--- src/rtl/pace_pkg.sv ---
package pace_pkg;
    typedef enum logic [1:0] {
        MODE_CONFIRM = 2'd0,
        MODE_IRQ     = 2'd1,
        MODE_FIXED   = 2'd2
    } pace_mode_e;

    typedef enum logic [2:0] {
        ST_IDLE,
        ST_GAP,
        ST_WAKE_CS,
        ST_WAKE_START,
        ST_GRANT,
        ST_BUSY
    } pace_state_e;
endpackage

--- src/rtl/pace_ms_timer.sv ---
module pace_ms_timer #(
    parameter int CYC_PER_MS = 100000,
    parameter int TW         = 16
) (
    input  logic          clk_i,
    input  logic          rst_ni,
    output logic [TW-1:0] ms_o
);
    localparam int PW = (CYC_PER_MS > 1) ? $clog2(CYC_PER_MS) : 1;

    typedef struct packed {
        logic [PW-1:0] pre;
        logic [TW-1:0] ms;
    } tmr_t;

    tmr_t t_d, t_q;

    always_comb begin
        t_d = t_q;
        if (t_q.pre == PW'(CYC_PER_MS - 1)) begin
            t_d.pre = '0;
            t_d.ms  = t_q.ms + 1'b1;
        end else begin
            t_d.pre = t_q.pre + 1'b1;
        end
    end

    always_ff @(posedge clk_i) begin
        if (!rst_ni) t_q <= '0;
        else         t_q <= t_d;
    end

    assign ms_o = t_q.ms;

    // Tick counter advances by at most one per cycle (pacing base for R2)
    p_tick_step_r2: assert property (@(posedge clk_i) disable iff (!rst_ni)
        (t_q.ms != $past(t_q.ms)) |-> (t_q.ms == TW'($past(t_q.ms) + 1'b1)));
endmodule

--- src/rtl/pace_edge.sv ---
module pace_edge (
    input  logic clk_i,
    input  logic rst_ni,
    input  logic lvl_i,
    output logic rise_o
);
    logic prev_d, prev_q;

    always_comb begin
        prev_d = lvl_i;
    end

    always_ff @(posedge clk_i) begin
        if (!rst_ni) prev_q <= 1'b0;
        else         prev_q <= prev_d;
    end

    assign rise_o = lvl_i & ~prev_q;

    // A rising edge cannot be reported on two consecutive cycles
    p_rise_single_r3: assert property (@(posedge clk_i) disable iff (!rst_ni)
        rise_o |=> !rise_o);
endmodule

--- src/rtl/pace_wake_ctrl.sv ---
module pace_wake_ctrl
    import pace_pkg::*;
#(
    parameter int CYC_PER_MS = 100000,
    parameter int GAP_MS     = 2,
    parameter int IRQ_TMO_MS = 750,
    parameter int SLEEP_MS   = 1000,
    parameter int WAKE_MS    = 1,
    parameter int START_MS   = 1,
    parameter int MAX_TRIES  = 3,
    parameter int TW         = 16,
    parameter int CNTW       = 8
) (
    input  logic            clk_i,
    input  logic            rst_ni,
    input  logic            req_i,
    output logic            grant_o,
    output logic            cs_wake_o,
    input  logic            rdy_irq_i,
    input  logic            arm_i,
    input  logic            xfer_end_i,
    input  logic            resume_i,
    output logic [1:0]      mode_o,
    output logic [CNTW-1:0] tmo_cnt_o
);
    localparam int WAKE_CYC  = WAKE_MS * CYC_PER_MS;
    localparam int START_CYC = START_MS * CYC_PER_MS;
    localparam int CYC_MAX   = (WAKE_CYC > START_CYC) ? WAKE_CYC : START_CYC;
    localparam int CW        = $clog2(CYC_MAX + 1);
    localparam int AW        = $clog2(MAX_TRIES + 1);

    typedef struct packed {
        pace_state_e     state;
        pace_mode_e      mode;
        logic [AW-1:0]   tries;
        logic            seen;
        logic            confirmed;
        logic            waited;
        logic [TW-1:0]   last;
        logic [TW-1:0]   wake_after;
        logic [CW-1:0]   cnt;
        logic [CNTW-1:0] tmo;
    } ctl_t;

    ctl_t r_d, r_q;

    logic [TW-1:0] ms_now;
    logic          rise;

    pace_ms_timer #(.CYC_PER_MS(CYC_PER_MS), .TW(TW)) u_timer (
        .clk_i (clk_i),
        .rst_ni(rst_ni),
        .ms_o  (ms_now)
    );

    pace_edge u_edge (
        .clk_i (clk_i),
        .rst_ni(rst_ni),
        .lvl_i (rdy_irq_i),
        .rise_o(rise)
    );

    logic [TW-1:0] elapsed, window, delay;
    logic          need_wake, gap_done;

    always_comb begin
        elapsed   = ms_now - r_q.last;
        window    = r_q.wake_after - r_q.last;
        need_wake = window[TW-1] || (elapsed >= window);
        delay     = (r_q.mode == MODE_IRQ) ? TW'(IRQ_TMO_MS) : TW'(GAP_MS);
        gap_done  = ((r_q.mode != MODE_FIXED) && r_q.seen) || (elapsed >= delay);

        r_d           = r_q;
        r_d.seen      = rise | (r_q.seen & ~arm_i);
        r_d.confirmed = r_q.confirmed | rise;

        unique case (r_q.state)
            ST_IDLE: begin
                if (req_i) begin
                    r_d.state  = ST_GAP;
                    r_d.waited = 1'b0;
                end
            end
            ST_GAP: begin
                if (!gap_done) begin
                    r_d.waited = 1'b1;
                end else begin
                    if (r_q.mode == MODE_CONFIRM) begin
                        if (r_q.confirmed || r_q.seen) begin
                            r_d.mode = MODE_IRQ;
                        end else begin
                            r_d.tries = r_q.tries + 1'b1;
                            if (int'(r_q.tries) + 1 >= MAX_TRIES) r_d.mode = MODE_FIXED;
                        end
                    end else if (r_q.mode == MODE_IRQ && !r_q.seen && r_q.waited
                                 && r_q.tmo != '1) begin
                        r_d.tmo = r_q.tmo + 1'b1;
                    end
                    r_d.cnt   = '0;
                    r_d.state = need_wake ? ST_WAKE_CS : ST_GRANT;
                end
            end
            ST_WAKE_CS: begin
                if (r_q.cnt == CW'(WAKE_CYC - 1)) begin
                    r_d.cnt   = '0;
                    r_d.state = ST_WAKE_START;
                end else begin
                    r_d.cnt = r_q.cnt + 1'b1;
                end
            end
            ST_WAKE_START: begin
                if (r_q.cnt == CW'(START_CYC - 1)) begin
                    r_d.cnt   = '0;
                    r_d.state = ST_GRANT;
                end else begin
                    r_d.cnt = r_q.cnt + 1'b1;
                end
            end
            ST_GRANT: begin
                r_d.wake_after = ms_now + TW'(SLEEP_MS);
                r_d.state      = ST_BUSY;
            end
            ST_BUSY: begin
                if (xfer_end_i) begin
                    r_d.last  = ms_now;
                    r_d.state = ST_IDLE;
                end
            end
            default: r_d.state = ST_IDLE;
        endcase

        if (resume_i) r_d.wake_after = ms_now;
    end

    always_ff @(posedge clk_i) begin
        if (!rst_ni) begin
            r_q       <= '0;
            r_q.state <= ST_IDLE;
            r_q.mode  <= MODE_CONFIRM;
        end else begin
            r_q <= r_d;
        end
    end

    assign grant_o   = (r_q.state == ST_GRANT);
    assign cs_wake_o = (r_q.state == ST_WAKE_CS);
    assign mode_o    = r_q.mode;
    assign tmo_cnt_o = r_q.tmo;

    // Wake pulse and grant never overlap
    p_wake_no_grant_r6: assert property (@(posedge clk_i) disable iff (!rst_ni)
        cs_wake_o |-> !grant_o);

    // Grant is a single-cycle pulse
    p_grant_single_r11: assert property (@(posedge clk_i) disable iff (!rst_ni)
        grant_o |=> !grant_o);

    // Fixed-delay fallback is permanent
    p_fixed_sticky_r4: assert property (@(posedge clk_i) disable iff (!rst_ni)
        (mode_o == MODE_FIXED) |=> (mode_o == MODE_FIXED));

    // Timeout count only ever steps up by one
    p_tmo_step_r5: assert property (@(posedge clk_i) disable iff (!rst_ni)
        (tmo_cnt_o != $past(tmo_cnt_o)) |-> (tmo_cnt_o == CNTW'($past(tmo_cnt_o) + 1'b1)));

    // Interrupt mode is entered only from confirming mode
    p_irq_from_confirm_r3: assert property (@(posedge clk_i) disable iff (!rst_ni)
        $rose(mode_o == MODE_IRQ) |-> ($past(mode_o) == MODE_CONFIRM));
endmodule

--- config.mk ---
export PLATFORM = sky130hd
export DESIGN_NAME = pace_wake_ctrl
export DESIGN_NICKNAME = d
export VERILOG_FILES = /design/src/rtl/pace_pkg.sv /design/src/rtl/pace_ms_timer.sv /design/src/rtl/pace_edge.sv /design/src/rtl/pace_wake_ctrl.sv
export SDC_FILE = /design/constraint.sdc
export NUM_CORES = 1
export LEC_CHECK = 0
export ABC_CLOCK_PERIOD_IN_PS = 10040
export BUFFER_PORTS_ARGS = -buffer_cell sky130_fd_sc_hd__buf_2
export CAP_MARGIN = 5
export CORE_ASPECT_RATIO = 0.8
export CORE_MARGIN = 5
export CORE_UTILIZATION = 45
export CTS_BUF_LIST = sky130_fd_sc_hd__clkbuf_8
export CTS_CLUSTER_SIZE = 20
export DETAILED_ROUTE_END_ITERATION = 8
export HOLD_SLACK_MARGIN = 0.1
export PLACE_DENSITY_LB_ADDON = 0.25
export SETUP_SLACK_MARGIN = 0.3
export SYNTH_ARGS = -nofsm -noshare
export SYNTH_HDL_FRONTEND = slang
export SYNTH_SLANG_ARGS = --single-unit
--- constraint.sdc ---
create_clock -name clk_i -period 10.04 [get_ports clk_i]
set_input_delay 0.502 -clock clk_i [delete_from_list [all_inputs] [get_ports clk_i]]
set_output_delay 0.502 -clock clk_i [all_outputs]
set_load 0.1 [all_outputs]
* After elaboration in Yosys (flattened, before gate mapping) *
Cells that the tools add are included.

cells by class
  order comparisons = 3
  add/subtract/negate cells = 9
  muxes and demuxes = 22
  reductions and logical operators = 23
  bitwise gates (word level) = 9
  equality and inequality tests = 16

operators with widths
  operator                  number
  $add A17 B1 Y17 const B   2
  $eq A17 B17 Y1 const B    2
  $pmux W17 S2              1
  $mux W16                  2
  $sub A16 B16 Y16          2
  $mux W25                  1
  $pmux W3 S6               1
  $mux W17                  1
  $add A16 B1 Y16 const B   1
  $add A16 B10 Y16 const B  1
  $ge A16 B10 Y1            1
  $ge A16 B16 Y1            1
  $mux W8                   2
  $mux W3                   5
  $ne A2 B2 Y1 const B      6
  $reduce_and A4 Y1         3
  $mux W10                  1
  $add A8 B1 Y8 const B     1
  $ne A8 B8 Y1 const B      1
  $reduce_bool A2 Y1        4
  $mux W7                   1
  $eq A3 B2 Y1 const B      2
  $eq A3 B3 Y1 const B      2
  $mux W2                   3
  other kinds (21)          35

storage, ports and cells
  bits in registers = 101
  output and inout port bits = 12
  input port bits = 7
  logic and storage cells = 95

* Longest topological paths before layout *
Gate-level depths: netlist (run 1).

  depth after elaboration = 8
  gate-level depth with buffers = 22
  depth with buffers taken out = 20

* By module *
From an unflattened synthesis (run 1), not the netlist that was laid out.

second synthesis, totals
  cells, all modules = 877
  area total of the unflattened synthesis = 6922.9 um^2

by module, submodules not included
  module          area an instance (um^2)  times used  cells an instance  seq. area each (um^2)
  pace_wake_ctrl  5191.2                   1           679                1341.3
  pace_ms_timer   1691.6                   1           195                660.6
  pace_edge       40.0                     1           3                  20.0

* Worst setup path before layout (run 1) *
Ideal clock, no wire load.

  path type = register to register
  start point = register r_q[43] in the netlist's numbering
  end point = register r_q[16] in the netlist's numbering
  cell stages (with the launch flop) = 21
  clock period less this slack = 4.068 ns
  required time = 9.952 ns
  path buffers = 2
  arrival time = 3.979 ns
  library setup time = 0.088 ns
  setup slack = 5.972 ns
  path through = dfxtp_1 > inv_1 > ha_1 > o211ai_1 > a21o_1 > nor2b_1 > nor2b_1 > o21ai_0 > nand2b_1 > xor2_1 > ha_1 > a2111oi_0 > o21ai_0 > o21a_1 > a211o_1 > a2111oi_4 > a21oi_2 > or2_1 > buf_2 > buf_6 > a311oi_2

between the ends
  longest elaborated chain between the ends = 5

RTL lines
  element                      RTL line               source
  start, declared              pace_wake_ctrl.sv:45   ctl_t r_d, r_q;
  start signal, assigned       pace_wake_ctrl.sv:141  r_q <= r_d;
  $sub A16 B16 Y16             pace_wake_ctrl.sv:67   elapsed = ms_now - r_q.last;
  $ge A16 B10 Y1               pace_wake_ctrl.sv:71   gap_done = ((r_q.mode != MODE_FIXED) && r_q.seen) || (elapsed >= delay);
  $logic_or A1 B1 Y1           pace_wake_ctrl.sv:71
  $ne A2 B2 Y1 (no line)       n/a
  $reduce_and A2 Y1 (no line)  n/a

No other way between the ends.
A chain may end at the register's enable or synchronous reset.

* Worst setup path in the final report (run 1) *
  start point = register u_timer.t_q, in the netlist u_timer.ms_o[3]
  end point = register r_q[13] in the netlist's numbering

between the ends
  longest elaborated chain between the ends = 5

RTL lines
  element                      RTL line              source
  start, declared              pace_ms_timer.sv:16   tmr_t t_d, t_q;
  start signal, assigned       pace_ms_timer.sv:30   else t_q <= t_d;
  $sub A16 B16 Y16             pace_wake_ctrl.sv:67
  $ge A16 B10 Y1               pace_wake_ctrl.sv:71
  $logic_or A1 B1 Y1           pace_wake_ctrl.sv:71
  $ne A2 B2 Y1 (no line)       n/a
  $reduce_and A2 Y1 (no line)  n/a

No other way between the ends.

==> results of run 1 <==
[cells by family after synthesis]
| family | Yosys count | synth area share [%] |
|---|---|---|
| simple gates | 308 | 22.65 |
| flops | 101 | 30.25 |
| buf+inv | 84 | 5.429 |
| mux | 11 | 1.647 |
| xor+xnor | 59 | 7.731 |
| compound gates | 210 | 20.65 |
| fa+ha+maj | 61 | 11.64 |
[worst max path at each step]
stage          slack, ns       startpoint  endpoint
3_3_place_gp        5.35  u_timer.ms_o[3]   r_q[15]
4_1_cts             5.15  u_timer.ms_o[3]   r_q[13]
3_5_place_dp        5.21  u_timer.ms_o[3]   r_q[15]
5_1_grt             4.73  u_timer.ms_o[3]   r_q[14]
2_1_floorplan       5.97          r_q[43]   r_q[16]
6_report            5.04  u_timer.ms_o[3]   r_q[13]
[per-stage QoR]
step	hold slack (ns)	power, mW
5_1_grt	0.3504	1.001
2_1_floorplan	0.4299	0.6250
3_5_place_dp	0.4470	0.6686
6_report	0.3349	0.9465
3_3_place_gp	0.4445	0.6695
4_1_cts	0.3117	0.9556
[synth_stat cells, types with 3 or more instances]
cell | number | share of area [%]
sky130_fd_sc_hd__a21oi_1 | 73 | 5.5
sky130_fd_sc_hd__a311oi_1 | 5 | 0.66
sky130_fd_sc_hd__a211oi_2 | 3 | 0.56
sky130_fd_sc_hd__o21bai_1 | 4 | 0.45
sky130_fd_sc_hd__inv_1 | 39 | 2.2
sky130_fd_sc_hd__nor3b_1 | 3 | 0.34
sky130_fd_sc_hd__or3_1 | 11 | 1.0
sky130_fd_sc_hd__a31oi_1 | 13 | 1.2
sky130_fd_sc_hd__xor2_1 | 30 | 3.9
sky130_fd_sc_hd__a211oi_1 | 17 | 1.9
sky130_fd_sc_hd__nand2_1 | 89 | 5.0
sky130_fd_sc_hd__buf_4 | 10 | 1.1
sky130_fd_sc_hd__xnor2_1 | 29 | 3.8
sky130_fd_sc_hd__ha_1 | 59 | 11
sky130_fd_sc_hd__o22ai_1 | 3 | 0.28
sky130_fd_sc_hd__or2_2 | 5 | 0.47
sky130_fd_sc_hd__nor2b_1 | 7 | 0.66
sky130_fd_sc_hd__clkbuf_1 | 31 | 1.7
sky130_fd_sc_hd__nand2b_1 | 25 | 2.3
sky130_fd_sc_hd__dfxtp_1 | 101 | 30
sky130_fd_sc_hd__o31ai_1 | 4 | 0.45
sky130_fd_sc_hd__a21o_1 | 18 | 2.0
sky130_fd_sc_hd__nand4_1 | 16 | 1.5
sky130_fd_sc_hd__nand3_1 | 19 | 1.4
sky130_fd_sc_hd__and3_1 | 19 | 1.8
sky130_fd_sc_hd__o211ai_1 | 3 | 0.34
sky130_fd_sc_hd__nor3_1 | 15 | 1.1
sky130_fd_sc_hd__o21a_1 | 8 | 0.90
sky130_fd_sc_hd__mux2i_1 | 11 | 1.6
sky130_fd_sc_hd__o21ai_0 | 37 | 2.8
sky130_fd_sc_hd__nor2_1 | 76 | 4.3
sky130_fd_sc_hd__and2_1 | 7 | 0.66
sky130_fd_sc_hd__nor4_1 | 5 | 0.47
sky130_fd_sc_hd__a311oi_2 | 3 | 0.67
[worst max-delay path, cell delays in order (launching register included)]
cell and delay [ns]:
sky130_fd_sc_hd__dfxtp_1 0.54, sky130_fd_sc_hd__ha_1 0.35, sky130_fd_sc_hd__o211ai_1 0.12, sky130_fd_sc_hd__a21o_1 0.18
sky130_fd_sc_hd__nor2b_1 0.22, sky130_fd_sc_hd__nor2b_1 0.06, sky130_fd_sc_hd__o21ai_0 0.15, sky130_fd_sc_hd__nand2b_1 0.10
sky130_fd_sc_hd__xor2_1 0.17, sky130_fd_sc_hd__ha_1 0.32, sky130_fd_sc_hd__a2111oi_0 0.49, sky130_fd_sc_hd__o21ai_0 0.17
sky130_fd_sc_hd__o21a_1 0.21, sky130_fd_sc_hd__a211o_1 0.26, sky130_fd_sc_hd__a2111oi_4 0.40, sky130_fd_sc_hd__a21oi_2 0.30
sky130_fd_sc_hd__or2_1 0.53, sky130_fd_sc_hd__a311oi_1 0.33
[power by group through the flow]
| stage | logic [mW] | clock network [mW] | registers, mW |
|---|---|---|---|
| floorplan | 0.193 | 0 | 0.432 |
| global placement | 0.224 | 0 | 0.445 |
| detailed placement | 0.223 | 0 | 0.445 |
| CTS | 0.225 | 0.294 | 0.436 |
| global route | 0.254 | 0.307 | 0.440 |
| finish | 0.227 | 0.283 | 0.437 |
[registers in the layout, summed over array words and instances, names as in the netlist]
| signal | flops |
|---|---|
| r_q | 57 |
| tmo_cnt_o | 8 |
| u_edge.prev_q | 1 |
| mode_o | 2 |
| u_timer.ms_o | 16 |
| u_timer.t_q | 17 |
[layout make-up]
type                    instances  area [um^2]
fillers                      1423         7415
multi-input cells             649         4299
flip-flops and latches        101         2022
well taps                     184        230.2
inverters                      40        150.1
clock buffers                   9        123.9
repair buffers                 21        112.6
clock inverters                 7        91.34
[metal layers]
layer / vias to the layer above / track usage, %
li1: 2924 / -
met1: 2601 / 28.66
met2: 102 / 24.46
met3: 16 / 3.303
met4: 0 / 4.818
met5: - / 0
==> metrics.md, run 1 <==
| Metric | Value |
|---|---|
| Register-to-Register Setup Slack | `between 5 and 6 ns` |
| Post-Synthesis Mean Instance Area | `8.014 um^2` |
| Wire length on met1 | `~8400 um` |
| Worst vdd ir | `roughly 0.11 mV` |
| Commonest cells after routing, fill and taps aside | `sky130_fd_sc_hd__dfxtp_1 (101), sky130_fd_sc_hd__nand2_1 (89), sky130_fd_sc_hd__nor2_1 (76), sky130_fd_sc_hd__a21oi_1 (73), sky130_fd_sc_hd__ha_1 (59)` |
| Outcome | `finished clean` |
| Area of the placeable core | `about 14,000 um^2` |
| Max clock buf depth | `2` |
| Clock tree from TritonCTS | `yes` |
| Number of antenna repair diodes | `0` |
| Setup repair after global routing missed its margin | `false` |
| Instance count after placement with tap cells included | `about 1,000` |
| Number of max-slew violations in the final report | `0` |
| Commonest non-fill, non-tap cell in the layout | `sky130_fd_sc_hd__dfxtp_1` |
| Highest metal layer used by the detailed router | `met4` |
| Row cnt | `39` |
| Final ANT Viol Nets | `0` |
| Setup crit end kind | `register` |
| Detailed Place HPWL | `around 11,000 um` |
| Min-Delay Path Depth | `2` |
| Register share of total power | `46.2%` |
| Number of antenna violations at the first check in global routing | `0` |
| Full die area | `17,410 um^2` |
| Setup TNS Final | `0 ns` |
| Root buffer cell | `sky130_fd_sc_hd__clkbuf_8` |
| # Max-Cap Violations | `0` |
| Final core utilization | `48.67%` |
| P per Cell Area | `134.6 nW/um^2` |
| Yosys warning total | `0` |
| Worst setup timing slack at the placement stage | `5.209 ns` |
| Crit Reg-Reg Endpoint | `r_q[13]` |
| Setup Viol. Count Final | `0` |
| Internal power of the cells | `0.5978 mW` |
| EDFF count, synth | `0` |
| Count of state elements after synthesis | `101` |
| Synthesized instance count | `834` |
| Via count of the routed design | `5,643` |
| Count of input and output buffers | `18` |
| Wire length after detailed routing | `15,180 um` |
| Data arrival time at the worst-slack endpoint | `5.31 ns` |
| Leakage power figure | `2.798 nW` |
| Synth Flop Type | `sky130_fd_sc_hd__dfxtp_1` |
| Die height | `119.0 um` |
| Post-synthesis sequential area ratio | `between 30% and 40%` |
| Required time of the critical path | `around 10 ns` |
| Hold buffers post-CTS | `0` |
| H-Tree Depth | `3` |
| Netlist area before placement | `~6700 um^2` |
| Detailed-routed wire length on met3 | `604 um` |
| Cell area after layout | `7029 um^2` |
| Nets | `890` |
| Launch instance of the worst min-delay path | `rdy_irq_i` |
| Gate power share | `24.0%` |
| Proportion of layout cells with a drive suffix above 1 | `7.134%` |
| CTS clk-pin slew, worst paths | `0.12 ns` |
| Post-DP Area | `6814 um^2` |
| Number of sinks driven by the clock tree | `101` |
| Final period demand of the worst path | `4.999 ns` |
| I/O pin count | `19` |
| Resized Gates After CTS | `0` |
| Final Instance Count excl. Fillers | `1,011` |
| Maximum operating frequency | `approximately 0.20 GHz` |
| Worst Max-Slew Pin Slew | `~1.1 ns` |
| Asr flop ratio synth | `0%` |
| Detailed Routing Iterations Pass 1 | `5` |
| Clock group share of total power | `about 30%` |
| Worst Path Max Fanout | `20` |
| Wire length of the first global-routing pass | `about 26,000 um` |
| Final worst-path cycle share | `49.79%` |
| Growth of design area from synthesis to finish | `5.167%` |
| Largest net degree at the start of global routing | `55` |
| Final estimated routing congestion in global placement | `roughly 0.83` |
| Met2 wire length | `5926 um` |
| Average wire per standard cell | `15.01 um` |
| Final Worst Setup Slack | `between 5 and 6 ns` |
| Depth of the worst register-to-register path | `17` |
| Count of different cell masters after synthesis | `62` |
| Origin of the critical flop-to-flop path | `u_timer.ms_o[3]` |
| Total clock buffers created by CTS | `9` |
| Vias per cell | `5.582` |
| DRC Markers | `0` |
| Type of element launching the critical path | `register` |
| Reported net switching power | `0.3486 mW` |
| Worst slew margin relative to its limit | `23.68%` |
| GRT Resource Usage Total | `18.02%` |
| Final Hold Fails | `0` |
| Gr ovfl total | `0` |
| Total nets after synthesis | `902` |
| Path class of the lowest-slack min-delay path | `in2reg` |
| Initial core utilization | `46.28%` |
| Number of DRC markers in iteration 0 | `approximately 500` |
| Critical path start-end classification | `reg2reg` |
| Post-CTS Setup Repair Bufs | `0` |
| Switching fraction of total power | `36.84%` |
| Layout Skew | `0.01958 ns` |
| Vias in the first global route | `5,129` |
| Endpoint of the worst hold path | `u_edge.prev_q` |
| Chip Width | `146.3 um` |
| Clk Latency, worst-skew pair | `0.40 ns` |
No activity file was read; power rests on OpenSTA's default activity.
==> run 2: changes to the inputs <==
--- a/config.mk
+++ b/config.mk
@@ -5,7 +5,7 @@
 export SDC_FILE = /design/constraint.sdc
 export NUM_CORES = 1
 export LEC_CHECK = 0
-export ABC_CLOCK_PERIOD_IN_PS = 10040
+export ABC_CLOCK_PERIOD_IN_PS = 4500
 export BUFFER_PORTS_ARGS = -buffer_cell sky130_fd_sc_hd__buf_2
 export CAP_MARGIN = 5
 export CORE_ASPECT_RATIO = 0.8
==> constraint.sdc (replaced) <==
create_clock -name clk_i -period 4.5 [get_ports clk_i]
set_input_delay 0.225 -clock clk_i [delete_from_list [all_inputs] [get_ports clk_i]]
set_output_delay 0.225 -clock clk_i [all_outputs]
set_load 0.1 [all_outputs]
==> run 2 against run 1 <==
Sequential power up 120%. Clock-buffer cell count unchanged. Largest cell class unchanged. Critical path depth up 1.
==> metrics.md, run 2 (synthesis gave the netlist of run 1 again) <==
| Metric | Value |
|---|---|
| Setup TNS Final | `0 ns` |
| CTS clk-pin slew, worst paths | `0.11 ns` |
| Layout Skew | `0.01480 ns` |
| Largest net degree at the start of global routing | `44` |
| Final estimated routing congestion in global placement | `0.8964` |
| Wire length of the first global-routing pass | `25,300 um` |
| Total clock buffers created by CTS | `9` |
| Area of the placeable core | `14,440 um^2` |
| Register share of total power | `45.7%` |
| Cell-by-cell trace of the critical path | `inv_1, ha_1, o211ai_1, a21o_1, nor2b_2, nor2b_1, o21ai_1, nand2b_1, xor2_2, ha_1, a2111oi_1, o21ai_1, o21a_1, a211o_1, a2111oi_4, a21oi_2, or2_4, a311oi_1` |
| Gate power share | `24.2%` |
| Number of DRC markers in iteration 0 | `~370` |
| Worst Path Max Fanout | `7` |
| Final Instance Count excl. Fillers | `1,025` |
| Vias per cell | `roughly 5.5` |
| Growth of design area from synthesis to finish | `7.769%` |
| Critical path start-end classification | `reg2reg` |
| Outcome | `finished clean` |
| Number of antenna violations at the first check in global routing | `0` |
| Final core utilization | `49.87%` |
| GRT Resource Usage Total | `~17%` |
| Detailed Routing Iterations Pass 1 | `5` |
| Wire length after detailed routing | `between 10,000 and 15,000 um` |
| Die height | `between 100 and 150 um` |
| # Max-Cap Violations | `0` |
| Reported net switching power | `0.7438 mW` |
| Chip Width | `146.3 um` |
| Gr ovfl total | `0` |
| Vias in the first global route | `5,037` |
| P per Cell Area | `296.3 nW/um^2` |
| Count of input and output buffers | `18` |
| Type of element launching the critical path | `register` |
| Required time of the critical path | `4.80 ns` |
| Max clock buf depth | `2` |
| Instance count after placement with tap cells included | `1,006` |
| Full die area | `17,410 um^2` |
| Max reg flops | `between 50 and 60` |
| Final period demand of the worst path | `3.930 ns` |
| Final Hold Fails | `0` |
| Worst vdd ir | `between 0.15 and 0.2 mV` |
| Biggest register | `r_q` |
| Longest individual stage delay on the worst path | `0.37 ns` |
| I/O pin count | `19` |
| Worst Max-Slew Pin Slew | `1.136 ns` |
| Path class of the lowest-slack min-delay path | `in2reg` |
| Root buffer cell | `sky130_fd_sc_hd__clkbuf_8` |
| Commonest non-fill, non-tap cell in the layout | `sky130_fd_sc_hd__dfxtp_1` |
| Maximum operating frequency | `approximately 0.25 GHz` |
| Row cnt | `39` |
| Internal power of the cells | `1.391 mW` |
| DRC Markers | `0` |
| H-Tree Depth | `3` |
| Number of max-slew violations in the final report | `0` |
| Clock group share of total power | `30.1%` |
| Proportion of layout cells with a drive suffix above 1 | `under 10%` |
| Via count of the routed design | `5,650` |
| Average wire per standard cell | `14.61 um` |
| Setup crit end kind | `register` |
| Clock tree from TritonCTS | `yes` |
| Setup repair after global routing missed its margin | `false` |
| Commonest cells after routing, fill and taps aside | `sky130_fd_sc_hd__dfxtp_1 (101), sky130_fd_sc_hd__nand2_1 (89), sky130_fd_sc_hd__nor2_1 (76), sky130_fd_sc_hd__a21oi_1 (73), sky130_fd_sc_hd__ha_1 (57)` |
| Number of antenna repair diodes | `0` |
| Nets | `904` |
| Switching fraction of total power | `34.84%` |
| Post-CTS Setup Repair Bufs | `0` |
| Worst slew margin relative to its limit | `about a quarter` |
| Final ANT Viol Nets | `0` |
| Data arrival time at the worst-slack endpoint | `4.23 ns` |
| Leakage power figure | `2.883 nW` |
| Final worst-path cycle share | `87.33%` |
| Detailed Place HPWL | `11,300 um` |
| Register-to-Register Setup Slack | `0.57 ns` |
| Setup Viol. Count Final | `0` |
| Initial core utilization | `46.28%` |
| Slowest cell on crit path | `sky130_fd_sc_hd__a2111oi_1` |
| Clk Latency, worst-skew pair | `0.39 ns` |
| Number of sinks driven by the clock tree | `101` |
==> run 2: changes by cell type in the layout (fill, tap and decap cells not counted), moves of 2 or more <==
cell                            change
sky130_fd_sc_hd__buf_4             +10
sky130_fd_sc_hd__dlygate4sd3_1      +2
sky130_fd_sc_hd__ha_1               -2
sky130_fd_sc_hd__ha_4               +2
sky130_fd_sc_hd__inv_8              -2
sky130_fd_sc_hd__o21ai_0            -2
sky130_fd_sc_hd__o21ai_1            +2
sky130_fd_sc_hd__or2_4              +2
==> run 2: timing repair <==
action,4_1_cts,5_1_grt
gates cloned,0,1
hold buffers,2,0
resized for setup,2,12
setup endpoints to repair,14,33
pin swaps,0,4
hold endpoints to repair,2,0
==> run 2: path summary, 6_finish.rpt <==
check,from,endpoint,cells past startpoint
max reg2reg,r_q[45],r_q[11],18
max,r_q[45],r_q[11],18
min reg2reg,r_q[44],r_q[44],2
min,req_i,r_q[57],4
==> run 2: layout make-up <==
class	count	area (um^2)
fillers	1412	7241
multi-input cells	650	4358
flip-flops and latches	101	2022
well taps	184	230.2
repair buffers	34	219.0
inverters	40	150.1
clock buffers	9	123.9
clock inverters	7	100.1
==> run 2: per-layer routing <==
metal	vias to the layer above	track usage (%)	share of wire [%]
li1	2951	-	-
met1	2580	27.70	56
met2	106	23.71	38
met3	13	2.809	4.2
met4	0	4.054	1.1
met5	-	0	0
==> run 2: stage by stage <==
stage / hold WS [ns] / total power, mW / setup WS, ns / area (um^2)
floorplan: 0.3523 / 1.394 / 0.4325 / 6684
global placement: 0.4443 / 1.491 / 0.2021 / 6897
detailed placement: 0.4470 / 1.490 / 0.1161 / 6897
CTS: 0.1343 / 2.141 / 0.3150 / 7143
global route: 0.1793 / 2.256 / 0.2743 / 7203
finish: 0.1474 / 2.134 / 0.5703 / 7203
==> run 2: power by group through the flow <==
stage               Clock, mW  Combinational [mW]  Sequential (mW)
global route            0.696               0.579            0.981
global placement            0               0.497            0.995
floorplan                   0               0.430            0.965
CTS                     0.663               0.504            0.974
finish                  0.643               0.516            0.976
detailed placement          0               0.496            0.994
==> run 2: critical path, delay by kind of cell, from the launching register on <==
family / cells / cell delay (ns)
adders and majority gates: 2 / 0.60
and+or+nand+nor: 4 / 0.75
xor gates and xnor gates: 1 / 0.18
buffers and inverters: 1 / 0.06
AOI/OAI and AO/OA: 10 / 1.90
DFF: 1 / 0.34
